**config.mk**
```make
export PLATFORM = sky130hd
export DESIGN_NAME = seg_addr_gen
export DESIGN_NICKNAME = d
export VERILOG_FILES = /design/src/rtl/seg_addr_pkg.sv /design/src/rtl/sag_size_ctl.sv /design/src/rtl/sag_term_sel.sv /design/src/rtl/sag_sum.sv /design/src/rtl/seg_addr_gen.sv
export SDC_FILE = /design/constraint.sdc
export NUM_CORES = 1
export LEC_CHECK = 0
export BUFFER_PORTS_ARGS = -buffer_cell sky130_fd_sc_hd__buf_2
export CELL_PAD_IN_SITES_DETAIL_PLACEMENT = 0
export CELL_PAD_IN_SITES_GLOBAL_PLACEMENT = 1
export CORE_MARGIN = 2
export CORE_UTILIZATION = 36
export CTS_CLUSTER_DIAMETER = 50
export CTS_CLUSTER_SIZE = 16
export DETAILED_ROUTE_END_ITERATION = 10
export GPL_ROUTABILITY_DRIVEN = 0
export PLACE_DENSITY = 0.76
export SETUP_SLACK_MARGIN = 0.3
export SLEW_MARGIN = 25
export SYNTH_ARGS = -nofsm -noshare
export SYNTH_HDL_FRONTEND = slang
export SYNTH_HIERARCHICAL = 1
export SYNTH_SLANG_ARGS = --single-unit
```
**constraint.sdc**
```tcl
create_clock -name clk -period 5.7 [get_ports clk]
set_clock_uncertainty 0.05 [all_clocks]
set_input_delay 0.57 -clock clk [delete_from_list [all_inputs] [get_ports clk]]
set_output_delay 0.57 -clock clk [all_outputs]
set_load 0.1 [all_outputs]
```
**src/rtl/seg_addr_pkg.sv**
```systemverilog
// Shared constants for the segmented address generator.
// Assumes: 3-bit mode codes and 3-bit segment codes as listed in the brief.
package seg_addr_pkg;
    localparam logic [2:0] AM_DIRECT   = 3'd0;
    localparam logic [2:0] AM_INDIRECT = 3'd1;
    localparam logic [2:0] AM_BASED    = 3'd2;
    localparam logic [2:0] AM_INDEXED  = 3'd3;
    localparam logic [2:0] AM_BIDX     = 3'd4;

    localparam logic [2:0] SEG_STACK = 3'd2;
    localparam logic [2:0] SEG_DATA  = 3'd3;

    localparam logic [1:0] DSZ_BYTE = 2'd0;
    localparam logic [1:0] DSZ_WORD = 2'd1;

    // Which terms a mode contributes
    typedef struct packed {
        logic use_base;
        logic use_index;
        logic use_disp;
        logic scaled;
    } terms_t;
endpackage

```
**src/rtl/sag_size_ctl.sv**
```systemverilog
// Address-width and default-segment decision.
// Assumes: bp_form is already decoded from mode/reg_sel; the override wins.
module sag_size_ctl
    import seg_addr_pkg::*;
(
    input  logic       def32,
    input  logic       asize_pfx,
    input  logic       bp_form,
    input  logic       seg_ovr_en,
    input  logic [2:0] seg_ovr,
    output logic       addr32,
    output logic [2:0] seg_sel
);
    // Width: the prefix toggles the descriptor default
    always_comb addr32 = def32 ^ asize_pfx;

    // Segment: override first, then the BP-based narrow default
    always_comb begin
        if (seg_ovr_en)
            seg_sel = seg_ovr;
        else if (bp_form && !addr32)
            seg_sel = SEG_STACK;
        else
            seg_sel = SEG_DATA;
    end
endmodule

```
**src/rtl/sag_term_sel.sv**
```systemverilog
// Selects and conditions the base, index and displacement terms of one
// request. It extends the displacement and scales the index in the wide form.
// Assumes: AW >= 16; wrapping at the narrow width is done downstream.
module sag_term_sel
    import seg_addr_pkg::*;
#(
    parameter int AW      = 32,
    parameter int SCALE_W = 2
) (
    input  logic [2:0]         mode,
    input  logic [1:0]         reg_sel,
    input  logic               addr32,
    input  logic [AW-1:0]      base_val,
    input  logic [AW-1:0]      index_val,
    input  logic [SCALE_W-1:0] scale,
    input  logic [AW-1:0]      disp,
    input  logic [1:0]         disp_sz,
    output logic [AW-1:0]      term_base,
    output logic [AW-1:0]      term_index,
    output logic [AW-1:0]      term_disp,
    output logic               bp_form
);
    terms_t               t;
    logic [AW-1:0]        disp_ext;
    logic [SCALE_W-1:0]   shamt;

    // Mode decode into term enables
    always_comb begin
        t = '{use_base: 1'b0, use_index: 1'b0, use_disp: 1'b1, scaled: 1'b0};
        unique case (mode)
            AM_INDIRECT: begin
                t.use_disp  = 1'b0;
                t.use_base  = ~reg_sel[1];
                t.use_index = reg_sel[1];
            end
            AM_BASED:   t.use_base = 1'b1;
            AM_INDEXED: begin
                t.use_index = 1'b1;
                t.scaled    = 1'b1;
            end
            AM_BIDX: begin
                t.use_base  = 1'b1;
                t.use_index = 1'b1;
                t.scaled    = 1'b1;
            end
            default: ;
        endcase
    end

    // BP-based form flag for the default-segment choice
    always_comb begin
        bp_form = ((mode == AM_INDIRECT) && (reg_sel == 2'd1)) ||
                  (((mode == AM_BASED) || (mode == AM_BIDX)) && reg_sel[0]);
    end

    // Displacement sign extension by size code
    always_comb begin
        unique case (disp_sz)
            DSZ_BYTE: disp_ext = {{(AW-8){disp[7]}}, disp[7:0]};
            DSZ_WORD: disp_ext = {{(AW-16){disp[15]}}, disp[15:0]};
            default:  disp_ext = disp;
        endcase
    end

    // Shift amount: only in the wide form, only for scaled modes
    always_comb shamt = (addr32 && t.scaled) ? scale : '0;

    // Gate each term by its enable
    always_comb begin
        term_base  = t.use_base  ? base_val             : '0;
        term_index = t.use_index ? (index_val << shamt) : '0;
        term_disp  = t.use_disp  ? disp_ext             : '0;
    end
endmodule

```
**src/rtl/sag_sum.sv**
```systemverilog
// Three-term adder with wrap at the active width, and the segment-base add.
// Assumes: NW <= AW; the linear address wraps at AW bits.
module sag_sum #(
    parameter int AW = 32,
    parameter int NW = 16
) (
    input  logic [AW-1:0] term_base,
    input  logic [AW-1:0] term_index,
    input  logic [AW-1:0] term_disp,
    input  logic          addr32,
    input  logic [AW-1:0] seg_base,
    output logic [AW-1:0] ea,
    output logic [AW-1:0] lin
);
    logic [AW-1:0] sum;

    // Raw offset sum at full width
    always_comb sum = term_base + term_index + term_disp;

    // Narrow-form wrap: keep only the low NW bits
    generate
        if (NW < AW) begin : g_narrow
            always_comb ea = addr32 ? sum : {{(AW-NW){1'b0}}, sum[NW-1:0]};
        end else begin : g_full
            always_comb ea = sum;
        end
    endgenerate

    // Linear address
    always_comb lin = seg_base + ea;
endmodule

```
**src/rtl/seg_addr_gen.sv**
```systemverilog
// Top: registered effective/linear address generator with a one-cycle latency.
// Assumes: one request per valid cycle; the outputs hold between requests.
module seg_addr_gen
    import seg_addr_pkg::*;
#(
    parameter int AW      = 32,
    parameter int NW      = 16,
    parameter int SCALE_W = 2
) (
    input  logic               clk,
    input  logic               rst_n,
    input  logic               in_valid,
    input  logic [2:0]         mode,
    input  logic [1:0]         reg_sel,
    input  logic [AW-1:0]      base_val,
    input  logic [AW-1:0]      index_val,
    input  logic [SCALE_W-1:0] scale,
    input  logic [AW-1:0]      disp,
    input  logic [1:0]         disp_sz,
    input  logic [AW-1:0]      seg_base,
    input  logic               def32,
    input  logic               asize_pfx,
    input  logic               seg_ovr_en,
    input  logic [2:0]         seg_ovr,
    output logic               out_valid,
    output logic [AW-1:0]      ea,
    output logic [AW-1:0]      lin_addr,
    output logic               addr32,
    output logic [2:0]         seg_sel
);
    logic          w32;
    logic          bp_form;
    logic [2:0]    seg_d;
    logic [AW-1:0] tb, ti, td, ea_d, lin_d;

    sag_size_ctl u_size (
        .def32(def32), .asize_pfx(asize_pfx), .bp_form(bp_form),
        .seg_ovr_en(seg_ovr_en), .seg_ovr(seg_ovr),
        .addr32(w32), .seg_sel(seg_d)
    );

    sag_term_sel #(.AW(AW), .SCALE_W(SCALE_W)) u_terms (
        .mode(mode), .reg_sel(reg_sel), .addr32(w32),
        .base_val(base_val), .index_val(index_val), .scale(scale),
        .disp(disp), .disp_sz(disp_sz),
        .term_base(tb), .term_index(ti), .term_disp(td), .bp_form(bp_form)
    );

    sag_sum #(.AW(AW), .NW(NW)) u_sum (
        .term_base(tb), .term_index(ti), .term_disp(td),
        .addr32(w32), .seg_base(seg_base), .ea(ea_d), .lin(lin_d)
    );

    // Valid pipeline stage
    always_ff @(posedge clk) begin
        if (!rst_n) out_valid <= 1'b0;
        else        out_valid <= in_valid;
    end

    // Result registers, loaded only on a request
    always_ff @(posedge clk) begin
        if (!rst_n) begin
            ea       <= '0;
            lin_addr <= '0;
            addr32   <= 1'b0;
            seg_sel  <= '0;
        end else if (in_valid) begin
            ea       <= ea_d;
            lin_addr <= lin_d;
            addr32   <= w32;
            seg_sel  <= seg_d;
        end
    end


    valid_lat_chk: assert property (@(posedge clk) disable iff (!rst_n)
        $past(rst_n) |-> (out_valid == $past(in_valid)));


    hold_chk: assert property (@(posedge clk) disable iff (!rst_n)
        (!in_valid) |=> ($stable(ea) && $stable(lin_addr) && $stable(seg_sel)));


    width_chk: assert property (@(posedge clk) disable iff (!rst_n)
        (in_valid && (def32 == asize_pfx)) |=> !addr32);


    narrow_hi_zero_chk: assert property (@(posedge clk) disable iff (!rst_n)
        (out_valid && !addr32) |-> (ea[AW-1:NW] == '0));


    linear_chk: assert property (@(posedge clk) disable iff (!rst_n)
        (in_valid) |=> (lin_addr == $past(seg_base) + ea));


    override_chk: assert property (@(posedge clk) disable iff (!rst_n)
        (in_valid && seg_ovr_en) |=> (seg_sel == $past(seg_ovr)));
endmodule

```
Word level (Yosys, flattened, before mapping) --
Cells that the tools add are included.
Cells by class: $add $sub $neg 3, eq/ne operators 6, shift operators 1, mux-type cells 11, reductions and logical operators 10, bitwise logic cells 2
Operators by type and width (count):
- $mux W32 | 4
- $add A32 B32 Y32 | 3
- $pmux W32 S2 | 1
- $shl A32 B2 Y32 | 1
- $eq A3 B2 Y1 const B | 2
- $eq A2 B1 Y1 const B | 2
- $logic_and A1 B1 Y1 | 4
- $pmux W1 S2 | 2
- $reduce_or A2 Y1 | 2
- $eq A3 B1 Y1 const B | 1
- $eq A3 B3 Y1 const B | 1
- $mux W3 | 1
- $logic_not A2 Y1 | 1
- $logic_or A1 B1 Y1 | 2
- $mux W1 | 2
- $mux W2 | 1
- $logic_not A1 Y1 | 1
- $not A1 Y1 | 1
- $xor A1 B1 Y1 | 1
Word-level totals: output and inout bits 69, word-level logic and storage cells 38, register bits 69

Depth between registers and ports, before layout --
depth in word-level cells 11, depth in mapped cells 33, depth with buffers taken out 30

Modules after synthesis --
The synthesis kept the hierarchy.
Modules (own cells, without submodules):
- sag_sum | sequential area each 0.0 um^2, instances 1, cells each 447, area an instance 3687.3 um^2
- seg_addr_gen | sequential area each 1381.3 um^2, instances 1, cells each 221, area an instance 2596.2 um^2
- sag_term_sel | sequential area each 0.0 um^2, instances 1, cells each 190, area an instance 1197.4 um^2
- sag_size_ctl | sequential area each 0.0 um^2, instances 1, cells each 6, area an instance 40.0 um^2

Worst setup path after synthesis --
No wires, ideal clock.
path kind in2reg, from input asize_pfx, to register lin_addr[30], slack -471 ps, cell stages on the path 33, library setup time 67 ps, data arrival time 6054 ps, cells stage by stage xor2_1 o211a_1 buf_4 buf_6 mux2i_1 nor2_1 inv_1 fa_1 inv_1 ha_1 inv_1 fa_1 nand2b_1 a21oi_1 a211oi_4 a31oi_4 a21o_1 a21o_1 a21oi_1 xnor2_1 ha_1 clkbuf_1 a21o_1 a21oi_1 nand2b_1 a21oi_1 a211o_1 a41o_1 a211o_1 a21oi_1 xnor2_1 mux2i_1 nor2b_1
Between the ends: longest elaborated chain between the ends 9
Ends and longest elaborated chain:
- start, declared | line seg_addr_gen.sv:22 | input logic asize_pfx,
- $xor A1 B1 Y1 | line sag_size_ctl.sv:15 | always_comb addr32 = def32 ^ asize_pfx;
- $logic_and A1 B1 Y1 | line sag_term_sel.sv:66 | always_comb shamt = (addr32 && t.scaled) ? scale : '0;
- $mux W2 | line sag_term_sel.sv:66
- $shl A32 B2 Y32 | line sag_term_sel.sv:71 | term_index = t.use_index ? (index_val << shamt) : '0;
- $mux W32 | line sag_term_sel.sv:71
- via ti[1] | line seg_addr_gen.sv:34 | logic [AW-1:0] tb, ti, td, ea_d, lin_d;
- $add A32 B32 Y32 (2 in a row) | line sag_sum.sv:18 | always_comb sum = term_base + term_index + term_disp;
- $mux W32 | line sag_sum.sv:23 | always_comb ea = addr32 ? sum : {{(AW-NW){1'b0}}, sum[NW-1:0]};
- via ea_d[15] | line seg_addr_gen.sv:34
- $add A32 B32 Y32 | line sag_sum.sv:30 | always_comb lin = seg_base + ea;
- via lin_d[30] | line seg_addr_gen.sv:34
- end signal, assigned | line seg_addr_gen.sv:69 | lin_addr <= lin_d;
- end, declared | line seg_addr_gen.sv:27 | output logic [AW-1:0] lin_addr,
The timed path passes the listed nets, and every way through them passes these cells. A chain may end at the register's enable or synchronous reset.

Worst setup path in the final report --
from input mode[0], to register lin_addr[30]
Between the ends: longest elaborated chain between the ends 11, elaborated cells on any way between the ends 19, classes of those cells 3 x add/sub; 4 x eq/ne; 1 x shift; 8 x mux; 3 x reduce/logical
Ends and longest elaborated chain:
- start, declared | line seg_addr_gen.sv:13 | input logic [2:0] mode,
- $eq A3 B2 Y1 / $eq A3 B3 Y1 (equally long branches) | line sag_term_sel.sv:30 | unique case (mode)
- $reduce_or A2 Y1 (no source line)
- $mux W1 | line sag_term_sel.sv:30
- $logic_and A1 B1 Y1 | line sag_term_sel.sv:66
- $mux W2 | line sag_term_sel.sv:66
- $shl A32 B2 Y32 | line sag_term_sel.sv:71
- $mux W32 * | line sag_term_sel.sv:71
- via ti[8] | line seg_addr_gen.sv:34
- $add A32 B32 Y32 * (2 in a row) | line sag_sum.sv:18
- $mux W32 * | line sag_sum.sv:23
- via ea_d[15] | line seg_addr_gen.sv:34
- $add A32 B32 Y32 * | line sag_sum.sv:30
- via lin_d[30] | line seg_addr_gen.sv:34
Mark *: on every way through the listed nets, which the timed path passes. The rest lies on a longest branch.

==> out/qor.csv <==
stage,metric,value,unit
cells_and_area,Final nets,1502,
synthesis,Yosys reg bits,69,
routing,DRC,0,
cells_and_area,share of cells above drive strength 1,46.01,%
synthesis,Synth cell types,63,
run,max-cap viol count,0,
global_routing,global-route wire length before repair,36.62,mm
critical_path,Crit Path Max Fanout,5,
routing,vias per inst,4.971,
cells_and_area,FILL cells,1857,
clock_tree,hold_buf cts,0,
timing,final hold slack,0.4576,ns
cells_and_area,Non-Filler Instances,1537,
global_routing,largest net degree at the start of global routing,70,
critical_path,CP max stage cell,fa_1,
global_routing,total grt overflow,0,
clock_tree,Root Buffer,clkbuf_16,
critical_path,CP Class,in -> reg,
clock_tree,CTS sink count,69,
clock_tree,CTS H-tree lvls,3,
placement,DP HPWL,18.45,mm
cells_and_area,multi-input gate area in the final layout,6655,um2
synthesis,post-synth design cell area,7521,um2
critical_path,"Largest stage delay, worst path",0.60,ns
synthesis,asr flop ratio synth,0,%
die,Die X,148.5,um
synthesis,share of the yosys chip area belonging to registers,18.37,%
timing,Slew @ Worst Pin,0.6743,ns
cells_and_area,Layout area overhead,55.03,%
timing,final hold viol count,0,
critical_path,"Top cell by count, worst path",a21oi_2,
timing,Final min period,5.684,ns
routing,WL per Instance,15.43,um
pwr,Peak VDD IR,0.4059,mV
placement,Port Buffers,214,
synthesis,synthesized area per cell,8.705,um2
timing,Max Freq,0.1759,GHz
clock_tree,"Clk Latency, worst-skew pair",0.33,ns
clock_tree,Clock transition at path regs,0.05,ns
status,status,finished clean,
critical_path,Startpoint Class,primary input,
synthesis,Post-synth EDFFs,0,
critical_path,Arrival @ worst endpoint,5.91,ns
routing,via count,7640,
global_routing,initial antenna violation count,1,
synthesis,Syn Inst Count,864,
cells_and_area,register area,1381,um2
pwr,P_leak,0.005562,uW
timing,fin crit share,99.72,%
cells_and_area,n_diodes,0,
global_routing,number of global-route vias before repair,7607,
critical_path,endpoint type of the worst setup path,flip-flop,
critical_path,CP required,5.92,ns
timing,max-slew violation count,0,
routing,drt pass-1 iters,4,
timing,setup TNS,0,ns
timing,unrepaired setup endpoints after global routing,true,
synthesis,Post-synth top flop,dfxtp_1,
placement,cell area after placement,10160,um2
clock_tree,Num CTS Buffers,9,
synthesis,Ys Warns,6,
synthesis,syn_nets,1104,
clock_tree,TritonCTS clock tree,yes,
routing,DRT Wirelength,23.71,mm
pwr,pwr/cell area,427.6,nW/um2
timing,setup violators final,0,
routing,drt initial violations,239,
cells_and_area,design area,11660,um2
die,Ports,215,
timing,slew margin rel.,55.05,%
global_routing,GR Util All Layers,20.60,%
placement,Placed Instances,1488,
die,Die Y-Extent,148.5,um
min_path,min-delay worst type,reg -> reg,
die,FP Rows,52,
die,die area,22060,um2
clock_tree,clk buf depth,2,
cells_and_area,fin util,57.26,%
die,core box area,20360,um2
die,Initial Util,36.93,%
routing,DRT antenna net count,0,
## sequential cells by signal, indices dropped and copies added, names as in the netlist
| register | cells |
|---|---|
| lin_addr | 32 |
| seg_sel | 3 |
| ea | 32 |
| addr32 | 1 |
| out_valid | 1 |
## metal layers
metal	vias to the layer above	share of wire (%)	global-route usage [%]
li1	3876	-	-
met1	3534	41	24.29
met2	183	51	36.97
met3	47	5.5	5.184
met4	0	2.5	5.952
met5	-	0	0
## cells in the final DEF (no fill, tap or decap), types with 4 or more instances in the layout
master / synthesis / final
xor2_1: 24 / 20
o21bai_1: 6 / 6
a21o_1: 21 / 21
o21ai_1: 12 / 10
o22ai_2: 0 / 13
fa_1: 33 / 32
o21ai_0: 29 / 22
ha_2: 0 / 4
mux2i_4: 0 / 11
nor2_1: 49 / 36
nand3_1: 8 / 7
ha_1: 61 / 42
o21ai_2: 0 / 8
dfxtp_1: 69 / 69
a21oi_1: 74 / 51
nand2_1: 24 / 20
mux2i_2: 0 / 4
nand2b_1: 12 / 10
ha_4: 0 / 15
buf_12: 0 / 4
inv_1: 39 / 38
o22ai_1: 32 / 18
buf_6: 3 / 15
nand4_1: 8 / 8
o21a_1: 9 / 9
nor2_2: 0 / 13
and2_1: 35 / 35
a21oi_2: 3 / 24
buf_2: 5 / 208
a211o_1: 4 / 4
clkbuf_16: 0 / 9
nor2b_1: 81 / 81
mux2i_1: 99 / 84
xnor2_2: 0 / 4
nor3_1: 5 / 4
xnor2_1: 33 / 29
buf_4: 7 / 195
## kinds of logic (layout without fill, tap and decap cells)
family	count (synthesis)	count (layout)	synth area share, %
AO/OA/AOI/OAI	233	234	20.68
XOR/XNOR	58	58	6.954
adder cells (fa/ha/maj)	94	94	18.93
buffers and inverters	78	480	4.924
flip-flops	69	69	18.37
multiplexers	99	99	13.18
AND/OR/NAND/NOR	233	233	16.97
## area by class of cell
class / count / share of cell area (%)
flip-flops and latches: 69 / 11.85
multi-input cells: 718 / 57.08
repair buffers: 425 / 24.11
clock inverters: 3 / 0.5795
clock buffers: 13 / 2.232
well taps: 270 / 2.897
inverters: 39 / 1.255
## report_power, final
part	internal, uW	switching, uW	total, uW
Clock	407	208	615
Sequential	604	59.0	663
Combinational	1520	2190	3710
Total	2530	2460	4990
## repair_timing
item                                    CTS  global route
buffers inserted                         25             6
gates resized for setup                 120            53
endpoints found under the setup margin   17            18
endpoints found under the hold margin     0             0
cloned                                    2             0
pin swaps                                86            42
## synthesized netlist by cell type (3+ instances only)
cell type / instances / share of area, %
buf_2: 5 / 0.33
dfxtp_1: 69 / 18
a21oi_1: 74 / 4.9
xor2_1: 24 / 2.8
nand4_1: 8 / 0.67
o21a_1: 9 / 0.90
a211o_1: 4 / 0.47
and2_1: 35 / 2.9
nor3_1: 5 / 0.33
inv_1: 39 / 1.9
o21ai_0: 29 / 1.9
clkbuf_1: 22 / 1.1
a21oi_2: 3 / 0.35
mux2i_1: 99 / 13
buf_6: 3 / 0.45
fa_1: 33 / 8.8
o31a_1: 3 / 0.35
xnor2_1: 33 / 3.8
a21o_1: 21 / 2.1
o22ai_1: 32 / 2.7
ha_1: 61 / 10
nand2b_1: 12 / 1.0
and3_1: 4 / 0.33
a31oi_1: 5 / 0.42
nand2_1: 24 / 1.2
a211oi_1: 4 / 0.40
nor2_1: 49 / 2.4
nand3_1: 8 / 0.53
and4_1: 3 / 0.35
o21ai_1: 12 / 0.80
o21bai_1: 6 / 0.60
buf_4: 7 / 0.70
nor2b_1: 81 / 6.7
## worst max-delay path, delay by kind of cell
family	cells	cell delay (ns)
compound gates	14	2.48
xor+xnor	2	0.27
fa+ha+maj	3	1.08
buf+inv	3	0.34
mux	2	0.36
simple gates	5	0.78
## final timing paths
path	from	end	slack (ns)	cells past startpoint
setup / recovery	mode[0]	lin_addr[30]	0.02	29
hold / removal	ea[26]	ea[26]	0.46	2
setup reg to reg	lin_addr[31]	lin_addr[31]	5.00	2
hold reg to reg	ea[26]	ea[26]	0.46	2
## stage by stage
step,setup slack [ns],power [uW]
2_1_floorplan,-0.2513,2946
3_3_place_gp,-0.4877,3916
3_5_place_dp,-0.6278,3939
4_1_cts,0.06635,4825
5_1_grt,-0.2454,5300
6_report,0.01598,4986
Power figures use the tool's default switching activity.
